File: src/rtl/dpram_mailbox_irq.sv
module dpram_mailbox_irq #(
  parameter int AW = 13,
  parameter int DW = 16
) (
  input  logic          clk,
  input  logic          rst_n,
  input  logic [AW-1:0] l_addr,
  input  logic          l_ce_n,
  input  logic          l_rw,
  input  logic          l_oe_n,
  input  logic [DW-1:0] l_wdata,
  output logic [DW-1:0] l_rdata,
  output logic          l_int_n,
  input  logic [AW-1:0] r_addr,
  input  logic          r_ce_n,
  input  logic          r_rw,
  input  logic          r_oe_n,
  input  logic [DW-1:0] r_wdata,
  output logic [DW-1:0] r_rdata,
  output logic          r_int_n
);

  localparam logic [AW-1:0] R_BOX = {AW{1'b1}};
  localparam logic [AW-1:0] L_BOX = R_BOX - AW'(1);

  logic [DW-1:0] rbox_q, lbox_q;
  logic          past_ok;

  wire l_wr = !l_ce_n && !l_rw;
  wire r_wr = !r_ce_n && !r_rw;
  wire l_rd = !l_ce_n && l_rw && !l_oe_n;
  wire r_rd = !r_ce_n && r_rw && !r_oe_n;

  wire l_at_r = l_addr == R_BOX;
  wire l_at_l = l_addr == L_BOX;
  wire r_at_r = r_addr == R_BOX;
  wire r_at_l = r_addr == L_BOX;

  wire set_r = l_wr && l_at_r;
  wire clr_r = r_rd && r_at_r;
  wire set_l = r_wr && r_at_l;
  wire clr_l = l_rd && l_at_l;

  always_ff @(posedge clk or negedge rst_n) begin
    if (!rst_n) begin
      l_int_n <= 1'b1;
      r_int_n <= 1'b1;
      past_ok <= 1'b0;
    end else begin
      past_ok <= 1'b1;
      if (set_r)      r_int_n <= 1'b0;
      else if (clr_r) r_int_n <= 1'b1;
      if (set_l)      l_int_n <= 1'b0;
      else if (clr_l) l_int_n <= 1'b1;
    end
  end

  always_ff @(posedge clk or negedge rst_n) begin
    if (!rst_n) begin
      rbox_q <= '0;
      lbox_q <= '0;
    end else begin
      if (l_wr && l_at_r)      rbox_q <= l_wdata;
      else if (r_wr && r_at_r) rbox_q <= r_wdata;
      if (l_wr && l_at_l)      lbox_q <= l_wdata;
      else if (r_wr && r_at_l) lbox_q <= r_wdata;
    end
  end

  always_ff @(posedge clk or negedge rst_n) begin
    if (!rst_n) begin
      l_rdata <= '0;
      r_rdata <= '0;
    end else begin
      if (l_rd) l_rdata <= l_at_r ? rbox_q : (l_at_l ? lbox_q : '0);
      if (r_rd) r_rdata <= r_at_r ? rbox_q : (r_at_l ? lbox_q : '0);
    end
  end

  a_r1_left_write_sets_right: assert property (@(posedge clk) disable iff (!rst_n)
    past_ok && set_r |=> !r_int_n);
  a_r2_right_read_clears: assert property (@(posedge clk) disable iff (!rst_n)
    past_ok && clr_r && !set_r |=> r_int_n);
  a_r3_right_write_sets_left: assert property (@(posedge clk) disable iff (!rst_n)
    past_ok && set_l |=> !l_int_n);
  a_r4_left_read_clears: assert property (@(posedge clk) disable iff (!rst_n)
    past_ok && clr_l && !set_l |=> l_int_n);
  a_r6_right_flag_holds: assert property (@(posedge clk) disable iff (!rst_n)
    past_ok && !set_r && !clr_r |=> $stable(r_int_n));
  a_r6_left_flag_holds: assert property (@(posedge clk) disable iff (!rst_n)
    past_ok && !set_l && !clr_l |=> $stable(l_int_n));
  a_r9_rdata_holds: assert property (@(posedge clk) disable iff (!rst_n)
    past_ok && !l_rd && !r_rd |=> $stable(l_rdata) && $stable(r_rdata));
  a_r9_left_reads_old_word: assert property (@(posedge clk) disable iff (!rst_n)
    past_ok && l_rd && l_at_r |=> l_rdata == $past(rbox_q));

endmodule

File: config.mk
export PLATFORM = sky130hd
export DESIGN_NAME = dpram_mailbox_irq
export DESIGN_NICKNAME = d
export VERILOG_FILES = /design/src/rtl/dpram_mailbox_irq.sv
export SDC_FILE = /design/constraint.sdc
export NUM_CORES = 1
export LEC_CHECK = 0
export BUFFER_PORTS_ARGS = -buffer_cell sky130_fd_sc_hd__buf_2
export CORE_AREA = 4 4 86 88
export CTS_CLUSTER_DIAMETER = 40
export DETAILED_ROUTE_END_ITERATION = 8
export DIE_AREA = 0 0 90 92
export PLACE_DENSITY = 0.78
export SKIP_LAST_GASP = 1
export SYNTH_ARGS = -nofsm -noshare
export SYNTH_HDL_FRONTEND = slang
export SYNTH_SLANG_ARGS = --single-unit
File: constraint.sdc
create_clock -name clk -period 1.2 [get_ports clk]
set_input_delay 0.24 -clock clk [delete_from_list [all_inputs] [get_ports clk]]
set_output_delay 0.24 -clock clk [all_outputs]
set_load 0.05 [all_outputs]
==> metrics.md <==
| Metric | Value |
|---|---|
| Die X | 90 um |
| Slew Viols, Final | 0 |
| Endpoints failing hold | 0 |
| Port bufs | 99 |
| Sequential share of the synthesized area | 49.94% |
| Starting Density | 49.85% |
| Worst min path class | input port to register |
| Die Span Y | 92 um |
| Overflow after GRT | 0 |
| Ys Warns | 0 |
| Critical Path AT | 1680 ps |
| Hold slack | 141.0 ps |
| Detailed-placement wirelength estimate | 6.076 mm |
| First-pass GRT wire length | 13.41 mm |
| Routed wire length | 9.187 mm |
| Number of global-route vias before repair | 2726 |
| Vias/cell | 5.504 |
| H-tree levels | 3 |
| Routability cong. | 0.7549 |
| Max-cap violation count | 0 |
| Leak pwr | 2.454 nW |
| GRT Total Usage | 20.51% |
| Largest net degree at the start of global routing | 34 |
| Syn_nets | 334 |
| Crit-path max FO | 8 |
| Setup violators final | 34 |
| Layout Skew | 8.625 ps |
| Worst skew pair latency | 340 ps |
| Mean Syn Cell Area | 12.36 um^2 |
| CTS clk-pin slew, worst paths | 70 ps |
| Post-route ant nets | 0 |
| Crit path cell chain | buf_6 -> nand4_4 -> nor4_4 -> buf_6 -> clkbuf_16 -> mux2_4 -> mux2_2 |
| Setup slack after layout | -258.6 ps |
| Via count | 2631 |
| Final std cells w/o fill | 478 |
| Startpoint Class | input port |
| Final Util | 72.37% |
| VDD IR max | 552.0 uV |
| Netlist cell types | 29 |
| Drt drc | 0 |
| Max frequency | 0.6856 GHz |
| Req. time, crit path | 1420 ps |
| Clk buf depth | 2 |
| Placed insts | 456 |
| Min Tclk post-route | 1459 ps |
| Slowest stage delay, CP | 320 ps |
| Worst setup EP type | register |
| Worst Max-Slew Pin Slew | 342.8 ps |
| Pwr dens | 983.3 nW/um^2 |
| Crit Path Category | input port to register |
| Synth Instances | 268 |
| Violated checks | setup timing |
| Relative slew slack | 76.97% |
| Tot Pwr | 4.728 mW |
| CP delay by family, top | multiplexers |
| Area of the mapped netlist | 3312 um^2 |
| RSZ-0062 raised after global routing | true |
| Pre-antenna DRT Iters | 4 |
| Initial antenna violation count | 0 |
| Per-cell routed wire length | 19.22 um |
| Synth Register Bits | 66 |
| CTS tree | built |
| Share of cells above drive strength 1 | 55.53% |
| CP max stage cell | nor4_4 |
| Post-Route Setup TNS | -7470 ps |
| Status | complete, but fails checks |
| CP most frequent cell | buf_6 |
| Nets@finish | 459 |
| Buf+Inv Stages, Crit Path | 3 |
| Core area | 6644 um^2 |
| DIE AREA | 8280 um^2 |
| Initial DRC Count | 126 |
| Layout overhead on the synthesized area | 45.18% |
| Cts bufs inserted | 9 |
| CTS root buf | clkbuf_8 |
| Ports | 100 |
| CTS Sinks | 66 |
| Diode count | 0 |
| Final worst-path cycle share | 121.6% |
| Site row count | 30 |
[layer usage]
layer | up-vias | routed length [um] | track usage (%)
met2 | 75 | 4819 | 36.96
li1 | 1218 | - | -
met1 | 1329 | 3779 | 24.19
met4 | 0 | 114 | 7.015
met5 | - | 0 | 0
met3 | 9 | 474 | 4.430
[placed cells by master, fill, tap and decap left out, types with 3 or more instances in the layout]
master / Yosys / final
dfrtp_1: 64 / 64
buf_6: 2 / 11
o21ai_1: 3 / 26
buf_4: 1 / 48
nor2_1: 4 / 3
buf_2: 3 / 56
o21ai_0: 29 / 6
nand4_1: 4 / 4
clkbuf_16: 0 / 3
mux2i_1: 32 / 32
buf_12: 0 / 4
clkbuf_8: 0 / 10
clkbuf_4: 0 / 3
nand2_1: 35 / 34
mux2_4: 0 / 63
[logic make-up (layout without fill, tap and decap cells)]
| kind of cell | Yosys count | count (layout) | synth area share, % |
|---|---|---|---|
| simple gates | 57 | 57 | 10.84 |
| mux | 96 | 96 | 31.43 |
| buf+inv | 14 | 144 | 2.267 |
| flops | 66 | 66 | 49.94 |
| compound gates | 35 | 35 | 5.516 |
[state kept, by name (all words and copies together) (netlist names)]
name and count:
l_int_n 1, l_rdata 16, lbox_q 16, r_int_n 1
r_rdata 16, rbox_q 16
[path summary, 6_finish.rpt]
check | from | end | slack (ps) | cells past startpoint
max | r_addr[1] | lbox_q[0]$_DFFE_PN0P_ | -260 | 7
min | l_wdata[5] | lbox_q[5]$_DFFE_PN0P_ | 140 | 2
max reg2reg | rbox_q[8]$_DFFE_PN0P_ | rbox_q[8]$_DFFE_PN0P_ | 140 | 2
min reg2reg | r_rdata[1]$_DFFE_PN0P_ | r_rdata[1]$_DFFE_PN0P_ | 490 | 2
max in group asynchronous | rst_n | l_int_n$_DFFE_PN1P_ | 360 | 3
min in group asynchronous | rst_n | r_rdata[12]$_DFFE_PN0P_ | 330 | 2
[through the flow]
stage | worst slack (ps) | cell area, um^2
2_1_floorplan | -639.0 | 3403
3_3_place_gp | -626.6 | 4103
3_5_place_dp | -679.3 | 4103
4_1_cts | -335.7 | 4418
5_1_grt | -290.3 | 4808
6_report | -258.6 | 4808
[where the power goes]
| group | total [mW] | switching [mW] | internal, mW |
|---|---|---|---|
| Clock | 2.14 | 0.902 | 1.24 |
| Sequential | 2.23 | 0.00231 | 2.23 |
| Combinational | 0.356 | 0.185 | 0.171 |
| Total | 4.73 | 1.09 | 3.64 |
[final cells by class]
type / count / area (um^2)
clock buffers: 11 / 141.4
clock inverters: 5 / 85.08
fillers: 421 / 1836
multi-input cells: 188 / 1846
flip-flops and latches: 66 / 1654
well taps: 80 / 100.1
repair buffers: 128 / 982.2
[cells in the mapped netlist]
library cell | number | share of area (%)
dfrtp_1 | 64 | 48
mux2_2 | 37 | 13
nand2_1 | 35 | 4.0
mux2i_1 | 32 | 9.7
o21ai_0 | 29 | 4.4
mux2_1 | 27 | 9.2
clkbuf_1 | 6 | 0.68
nand4_1 | 4 | 0.76
nor2_1 | 4 | 0.45
buf_2 | 3 | 0.45
o21ai_1 | 3 | 0.45
a31oi_1 | 2 | 0.38
buf_1 | 2 | 0.23
buf_6 | 2 | 0.68
dfstp_2 | 2 | 1.6
nand3_1 | 2 | 0.30
nor4_4 | 2 | 1.3
buf_4 | 1 | 0.23
nand3_2 | 1 | 0.30
nand3b_2 | 1 | 0.34
nand4_4 | 1 | 0.64
nand4b_4 | 1 | 0.72
nand4bb_4 | 1 | 0.83
nor3_1 | 1 | 0.15
nor3_2 | 1 | 0.30
nor3b_1 | 1 | 0.23
o21ba_2 | 1 | 0.30
or3b_1 | 1 | 0.26
or4b_1 | 1 | 0.30
[repair_timing]
action,4_1_cts,5_1_grt
resized for setup,29,88
endpoints found under the hold margin,10,0
cloned,0,3
buffers inserted,0,2
endpoints found under the setup margin,66,56
pin swaps,0,5
hold buffers,1,0
No activity file was read; power rests on OpenSTA's default activity.
